===== config.mk =====
export PLATFORM = sky130hd
export DESIGN_NAME = cke_exit_timer
export DESIGN_NICKNAME = d
export VERILOG_FILES = /design/src/rtl/pdx_pkg.sv /design/src/rtl/cke_exit_ctrl.sv /design/src/rtl/cke_exit_dp.sv /design/src/rtl/cke_exit_timer.sv
export SDC_FILE = /design/constraint.sdc
export NUM_CORES = 1
export LEC_CHECK = 0
export ABC_AREA = 1
export BUFFER_PORTS_ARGS = -buffer_cell sky130_fd_sc_hd__buf_2
export CAP_MARGIN = 20
export CORE_UTILIZATION = 35
export DETAILED_ROUTE_END_ITERATION = 8
export SLEW_MARGIN = 20
export SYNTH_ARGS = -nofsm -noshare
export SYNTH_HDL_FRONTEND = slang
export SYNTH_SLANG_ARGS = --single-unit

===== constraint.sdc =====
create_clock -name clk -period 2.4 [get_ports clk]
set_clock_uncertainty 0.2 [all_clocks]
set_input_delay 0.48 -clock clk [delete_from_list [all_inputs] [get_ports clk]]
set_output_delay 0.48 -clock clk [all_outputs]
set_load 0.01 [all_outputs]

===== src/rtl/pdx_pkg.sv =====
package pdx_pkg;

  typedef enum logic [1:0] {
    PS_AWAKE   = 2'd0,
    PS_PREPD   = 2'd1,
    PS_ACTPD   = 2'd2,
    PS_SELFREF = 2'd3
  } pwrState_t;

  // strobes from control to datapath
  typedef struct packed {
    logic      ckeEdge;   // level differs from previous edge
    logic      wake;      // rising clock enable this edge
    pwrState_t wakeFrom;  // state being left on wake
    logic      awake;     // registered state is awake
  } pdxStrobe_t;

endpackage


===== src/rtl/cke_exit_ctrl.sv =====
module cke_exit_ctrl
  import pdx_pkg::*;
(
  input  logic       clk,
  input  logic       rst_n,
  input  logic       ckeIn,
  input  logic       bankOpen,
  input  logic       srefEntry,
  output pdxStrobe_t strobe
);

  logic      ckeQ;
  pwrState_t stateQ;
  pwrState_t stateD;
  logic      riseNow;
  logic      fallNow;

  assign riseNow = ckeIn & ~ckeQ;
  assign fallNow = ~ckeIn & ckeQ;

  always_comb begin
    stateD = stateQ;
    if (fallNow) begin
      if (srefEntry)     stateD = PS_SELFREF;
      else if (bankOpen) stateD = PS_ACTPD;
      else               stateD = PS_PREPD;
    end else if (riseNow) begin
      stateD = PS_AWAKE;
    end
  end

  always_ff @(posedge clk or negedge rst_n) begin
    if (!rst_n) begin
      ckeQ   <= 1'b0;
      stateQ <= PS_PREPD;
    end else begin
      ckeQ   <= ckeIn;
      stateQ <= stateD;
    end
  end

  always_comb begin
    strobe.ckeEdge  = riseNow | fallNow;
    strobe.wake     = riseNow;
    strobe.wakeFrom = stateQ;
    strobe.awake    = (stateQ == PS_AWAKE);
  end

endmodule


===== src/rtl/cke_exit_dp.sv =====
module cke_exit_dp
  import pdx_pkg::*;
#(
  parameter int AL_W       = 3,
  parameter int MIN_CKE    = 3,
  parameter int PD_EXIT    = 2,
  parameter int SLOW_BASE  = 8,
  parameter int SREF_READ  = 200,
  parameter int SREF_OTHER = 46
) (
  input  logic            clk,
  input  logic            rst_n,
  input  pdxStrobe_t      strobe,
  input  logic            slowExit,
  input  logic [AL_W-1:0] addLat,
  output logic            readAllowed,
  output logic            otherAllowed,
  output logic            ckeViol
);

  localparam int MAX_A    = (SREF_READ > SREF_OTHER) ? SREF_READ : SREF_OTHER;
  localparam int MAX_B    = (SLOW_BASE > PD_EXIT) ? SLOW_BASE : PD_EXIT;
  localparam int MAX_WAIT = (MAX_A > MAX_B) ? MAX_A : MAX_B;
  localparam int CNT_W    = $clog2(MAX_WAIT + 1);
  localparam int HOLD_W   = $clog2(MIN_CKE + 1);
  localparam int N_CLASS  = 2;  // 0 = read, 1 = other

  logic [CNT_W-1:0] loadVal [N_CLASS];
  logic [CNT_W-1:0] slowVal;
  logic [N_CLASS-1:0] allowVec;
  logic [HOLD_W-1:0] holdCnt;

  // slow active power-down read count, floored at one clock
  always_comb begin
    int rawVal;
    rawVal = SLOW_BASE - int'(addLat);
    if (rawVal < 1) rawVal = 1;
    slowVal = CNT_W'(rawVal);
  end

  always_comb begin
    loadVal[0] = CNT_W'(PD_EXIT);
    loadVal[1] = CNT_W'(PD_EXIT);
    case (strobe.wakeFrom)
      PS_ACTPD:   if (slowExit) loadVal[0] = slowVal;
      PS_SELFREF: begin
        loadVal[0] = CNT_W'(SREF_READ);
        loadVal[1] = CNT_W'(SREF_OTHER);
      end
      default: ;
    endcase
  end

  for (genvar g = 0; g < N_CLASS; g++) begin : g_class
    logic [CNT_W-1:0] waitCnt;
    always_ff @(posedge clk or negedge rst_n) begin
      if (!rst_n)                 waitCnt <= '0;
      else if (strobe.wake)       waitCnt <= loadVal[g] - CNT_W'(1);
      else if (waitCnt != '0)     waitCnt <= waitCnt - CNT_W'(1);
    end
    assign allowVec[g] = strobe.awake && (waitCnt == '0);
  end

  assign readAllowed  = allowVec[0];
  assign otherAllowed = allowVec[1];

  // minimum pulse width tracking
  always_ff @(posedge clk or negedge rst_n) begin
    if (!rst_n) begin
      holdCnt <= '0;
      ckeViol <= 1'b0;
    end else begin
      ckeViol <= strobe.ckeEdge && (holdCnt != '0);
      if (strobe.ckeEdge)     holdCnt <= HOLD_W'(MIN_CKE - 1);
      else if (holdCnt != '0) holdCnt <= holdCnt - HOLD_W'(1);
    end
  end

endmodule


===== src/rtl/cke_exit_timer.sv =====
module cke_exit_timer
  import pdx_pkg::*;
#(
  parameter int AL_W           = 3,
  parameter int MIN_CKE        = 3,
  parameter int PD_EXIT        = 2,
  parameter int SLOW_BASE      = 8,
  parameter int SREF_READ      = 200,
  parameter int TRFC_PS        = 105000,
  parameter int SREF_MARGIN_PS = 10000,
  parameter int CLK_PS         = 2500
) (
  input  logic            clk,
  input  logic            rst_n,
  input  logic            ckeIn,
  input  logic            bankOpen,
  input  logic            srefEntry,
  input  logic            slowExit,
  input  logic [AL_W-1:0] addLat,
  output logic            readAllowed,
  output logic            otherAllowed,
  output logic            ckeViol
);

  localparam int SREF_OTHER = (TRFC_PS + SREF_MARGIN_PS + CLK_PS - 1) / CLK_PS;

  pdxStrobe_t strobe;

  cke_exit_ctrl u_ctrl (
    .clk      (clk),
    .rst_n    (rst_n),
    .ckeIn    (ckeIn),
    .bankOpen (bankOpen),
    .srefEntry(srefEntry),
    .strobe   (strobe)
  );

  cke_exit_dp #(
    .AL_W      (AL_W),
    .MIN_CKE   (MIN_CKE),
    .PD_EXIT   (PD_EXIT),
    .SLOW_BASE (SLOW_BASE),
    .SREF_READ (SREF_READ),
    .SREF_OTHER(SREF_OTHER)
  ) u_dp (
    .clk         (clk),
    .rst_n       (rst_n),
    .strobe      (strobe),
    .slowExit    (slowExit),
    .addLat      (addLat),
    .readAllowed (readAllowed),
    .otherAllowed(otherAllowed),
    .ckeViol     (ckeViol)
  );

endmodule


Word-level counts from Yosys, hierarchy flattened
Cells that the tools add are included.

Add/subtract/negate cells: 6. Order comparisons: 1. Eq/ne operators: 2. Muxes and demuxes: 14. Bitwise gates (word level): 5. Reduce and logical (&&, ||, !) cells: 13.

Operator list (number): 2-to-1 mux 8 bit (6); subtractor 8 x 1 -> 8 bit (second input constant) (3); zero test 8 bit (2); one-hot mux 8 bit (2 select lines) (1); nonzero test 8 bit (2); 2-to-1 mux 2 bit (6); nonzero test 2 bit (5); subtractor 6 x 1 -> 7 bit (second input constant) (1); 2-to-1 mux 6 bit (1); less-than comparator 5 x 2 -> 1 bit (second input constant) (1); subtractor 4 x 3 -> 5 bit (first input constant) (1); equality test 2 bit (second input constant) (2); logical AND 1 bit (3); bitwise AND 1 bit (2); zero test 2 bit (1); inverter 1 bit (2); subtractor 2 x 1 -> 2 bit (second input constant) (1); bitwise OR 1 bit (1).

Flip-flop bits (word level): 22. Bits of input ports: 9. Output and inout bits: 3.

Depth between registers and ports, before layout
Depth after elaboration: 7. Mapped depth: 17.

By module
From an unflattened synthesis, not the netlist that was laid out.

Cells, all modules: 182. Area, all modules: 1355.0 µm².

By module, submodules not included: cke_exit_dp (instances 1, cells each 160, area each 1183.6 µm², seq. area each 475.5 µm²); cke_exit_ctrl (instances 1, cells each 22, area each 171.4 µm², seq. area each 76.3 µm²).

Worst setup path after synthesis
No wires, ideal clock.

Path kind: input to register. Start point: input addLat[0]. End point: register u_dp.g_class[0].waitCnt[4]. Library setup time: 0.130 ns. Arrival time: 1.682 ns. Required time: 2.070 ns. Slack: 0.388 ns. Cell stages on the path: 12. Buffers on the path: 0. Cells stage by stage: inv_1 ha_1 inv_1 nand3_1 nand2_4 nand2_4 inv_1 ha_1 inv_1 nor2_2 nand3_1 xnor2_1.

Word-level cells in the longest chain between the ends: 7.

Ends and longest elaborated chain: start: declaration (RTL line cke_exit_timer.sv:19) `input logic [AL_W-1:0] addLat,`; subtractor 4 x 3 -> 5 bit * (RTL line cke_exit_dp.sv:36) `rawVal = SLOW_BASE - int'(addLat);`; less-than comparator 5 x 2 -> 1 bit (RTL line cke_exit_dp.sv:37) `if (rawVal < 1) rawVal = 1;`; 2-to-1 mux 8 bit * (RTL line cke_exit_dp.sv:37); 2-to-1 mux 8 bit * (RTL line cke_exit_dp.sv:45) `PS_ACTPD: if (slowExit) loadVal[0] = slowVal;`; one-hot mux 8 bit (2 select lines) * (RTL line cke_exit_dp.sv:44) `case (strobe.wakeFrom)`; subtractor 8 x 1 -> 8 bit * (RTL line cke_exit_dp.sv:58) `else if (strobe.wake) waitCnt <= loadVal[g] - CNT_W'(1);`; 2-to-1 mux 8 bit * (RTL line cke_exit_dp.sv:58); end signal: assignment (RTL line cke_exit_dp.sv:58); end signal: assignment (RTL line cke_exit_dp.sv:59) `else if (waitCnt != '0) waitCnt <= waitCnt - CNT_W'(1);`; end: declaration (RTL line cke_exit_dp.sv:55) `logic [CNT_W-1:0] waitCnt;`.

Every way passes the cells marked *; elsewhere a longest branch is shown, timed or not. A chain may end at the register's enable or synchronous reset.

Worst setup path after layout
Start point: register u_ctrl.ckeQ. End point: register u_dp.g_class[0].waitCnt[6].

Word-level cells in the longest chain between the ends: 3. Elaborated cells on any way between the ends: 4. Those cells by class: mux (1); bitwise (2); reduce/logical (1).

Ends and longest elaborated chain: start: declaration (RTL line cke_exit_ctrl.sv:12) `logic ckeQ;`; start signal: assignment (RTL line cke_exit_ctrl.sv:37) `ckeQ <= ckeIn;`; inverter 1 bit * (RTL line cke_exit_ctrl.sv:18) `assign riseNow = ckeIn & ~ckeQ;`; bitwise AND 1 bit * (RTL line cke_exit_ctrl.sv:18); 2-to-1 mux 8 bit or nonzero test 2 bit (tied branches).

Marked as above.

==> impl_metrics.tcl <==
set metrics [dict create \
    slowest_stage "dfrtp_1" \
    ctsResizeCount 0 \
    tightest_slew_ns 0.494 \
    overflow 0 \
    hold_class "in -> reg" \
    area_growth_pct 13.2 \
    synth_top_area_share_pct 38.7 \
    dp_hpwl_mm 1.94 \
    post_dp_cell_area_um2 1470 \
    power.leakage_nw 0.824 \
    grt_usage_pct 14.3 \
    worstPathRequired_ns 2.36 \
    synth_area_leaders "dfrtp_1 39%, inv_1 9.4%, nand2_1 9.1%" \
    yosysTopAreaCell "dfrtp_1" \
    synth_common_cells "34 x inv_1, 33 x nand2_1, 29 x nor2_1" \
    drtPass1Iterations 4 \
    port_buffers 11 \
    crit_path_start_kind "flop" \
    synth_warnings 0 \
    antennaDiodeCount 0 \
    grt_max_degree 23 \
    yosysMostFrequentCell "inv_1" \
    netlist_area_um2 1360 \
    slew_headroom_pct 67.1 \
    peakVddDrop_mv 0.582 \
    fp.coreArea_um2 3690 \
    fin_area_um2 1540 \
    gp_congestion 0.826 \
    min_from "ckeIn" \
    critical_path_class "reg -> reg" \
    avgRoutedWirePerCell_um 10.4 \
    cp_common_cell "nand2_1" \
    drc 0 \
    initialDrtViolationCount 32 \
    insertion_delay_ns 0.26 \
    p_total_mw 1.41 \
    synth-main-ff-cell "dfrtp_1" \
    grt_pass1_wl_mm 4.55 \
    power_density_nw_per_um2 916 \
    rsz0062_at_grt "false" \
    end_kind "flop" \
    slew_violations 0 \
    cts_buffer_depth 2 \
    fp-row-count 22 \
    nNetsFinal 212 \
    tns_ns 0 \
    grt_antenna_before_repair 0 \
    yosys.cell_types.count 25 \
    wirelength_mm 2.53 \
    cts_inserted_buffers 3 \
    crit_path_max_incr_delay_ns 0.40 \
    cap_violations 0 \
    finalSetupViolations 0 \
    path_max_fanout 4 \
    die_x_um 64.3 \
    clk_pin_slew_ns 0.08 \
    cp_cell_sequence "inv_1, ha_1, nand2_1, nor2_2, nand2_1, nand2_1, inv_1, ha_1, inv_1, nor2_2, nand3_1, nand2_1, nand2_1, nor2_1" \
    reg2reg_from "u_ctrl.ckeQ" \
    drive_gt1_share_pct 17.9 \
    crit_start "u_ctrl.ckeQ" \
    cts_root_buffer "clkbuf_8" \
    finalHoldViolCount 0 \
    chipHeight_um 64.3 \
    htree_levels 1 \
    synth.net_count 195 \
    whs_ns 0.151 \
    critical_path_arrival_ns 2.01 \
    status "finished clean" \
    cts.sinks 22 \
    fp.dieArea_um2 4130 \
    synth_edf_count 0 \
    postSynthAreaPerCell_um2 7.54 \
    clock.fmax_ghz 0.487 \
    start_util_pct 36.8 \
    synthArstFlopShare_pct 100 \
    io_pins 12 \
    grt_pass1_vias 1028 \
    synth_seq_cells 22 \
    post-route-min-period_ns 2.05 \
    viasPerCell 4.46 \
    postRouteAntennaNets 0 \
    synth-seq-area-share_pct 40.6 \
    syn_inst 180 \
    cts_tree "built" \
    vias 1089 \
    layout_worst_path_cycle_share_pct 85.5 \
]
-- area by class of cell --
| cell class | count | area [um^2] |
|---|---|---|
| inverters | 35 | 134 |
| fillers | 380 | 2150 |
| repair buffers | 14 | 80.1 |
| clock buffers | 4 | 55.1 |
| flip-flops and latches | 22 | 552 |
| well taps | 48 | 60.1 |
| multi-input cells | 121 | 656 |
-- cell families (layout without fill, tap and decap cells) --
family,Yosys count,count (layout),synth area share (%)
and+or+nand+nor,93,93,32.5
buffers and inverters,37,53,11.1
DFF,22,22,40.6
AOI/OAI and AO/OA,18,18,7.65
adders and majority gates,6,6,5.53
xor gates and xnor gates,4,4,2.58
-- worst paths after layout --
path                            cells after the start  slack (ns)                          to
worst max-delay path                               14        0.35  u_dp.g_class[0].waitCnt[6]
worst max register to register                     14        0.35  u_dp.g_class[0].waitCnt[6]
worst min register to register                      2        0.30             u_dp.holdCnt[1]
worst min-delay path                                1        0.15                 u_ctrl.ckeQ
max in group asynchronous                           2        1.13            u_ctrl.stateQ[0]
min in group asynchronous                           2        0.51             u_dp.holdCnt[0]
-- where the power goes --
part	internal (mW)	switching (mW)	total (mW)
clock	0.146	0.121	0.267
combinational	0.221	0.335	0.557
sequential	0.506	0.0784	0.584
total	0.873	0.534	1.41
-- layer usage --
| layer | global-route usage, % | vias up | routed length [um] |
|---|---|---|---|
| met1 | 18.5 | 490 | 1300 |
| li1 | - | 584 | - |
| met5 | 0 | - | 0 |
| met3 | 3.75 | 2 | 90 |
| met4 | 4.17 | 0 | 27 |
| met2 | 23.3 | 13 | 1110 |
-- state kept, by name, summed over array words and instances (netlist names) --
signal	count
u_ctrl.ckeQ	1
u_dp.holdCnt	2
u_ctrl.stateQ	2
u_dp.g_class.waitCnt	16
u_dp.ckeViol	1
-- cells in the final DEF (no fill, tap or decap) --
cell type,instances
buf_2,11
o22ai_1,1
o21ai_1,2
nand2_1,33
inv_4,1
o21ai_0,7
a21oi_1,4
nand2_2,5
buf_4,2
dlygate4sd3_1,1
dfstp_2,1
ha_1,6
nand2_4,4
nor2_1,29
o21bai_1,1
nor2_4,2
dfrtp_1,21
nand3_1,12
clkbuf_8,4
o21ai_2,2
nor2_2,3
o21a_1,1
nand4_1,3
xor2_1,3
xnor2_1,1
inv_1,34
nor4_1,2
-- per-stage QoR --
| stage | std cells | worst slack [ns] | util, % |
|---|---|---|---|
| 2_1_floorplan | 180 | 0.388 | - |
| 3_3_place_gp | 239 | 0.182 | 39.9 |
| 3_5_place_dp | 239 | 0.0948 | 39.9 |
| 4_1_cts | 244 | 0.325 | 41.7 |
| 5_1_grt | 244 | 0.182 | 41.7 |
| 6_report | 244 | 0.347 | 41.7 |
-- what timing repair did --
action,in CTS,in global routing
endpoints found under the hold margin,21,0
buffers inserted,0,0
hold buffers,1,0
-- critical path, delay by kind of cell, from the launching register on --
family        cells  cell delay, ns
fa+ha+maj         2            0.45
buf+inv           3            0.17
flops             1            0.40
simple gates      9            0.72
Power figures use the tool's default switching activity.
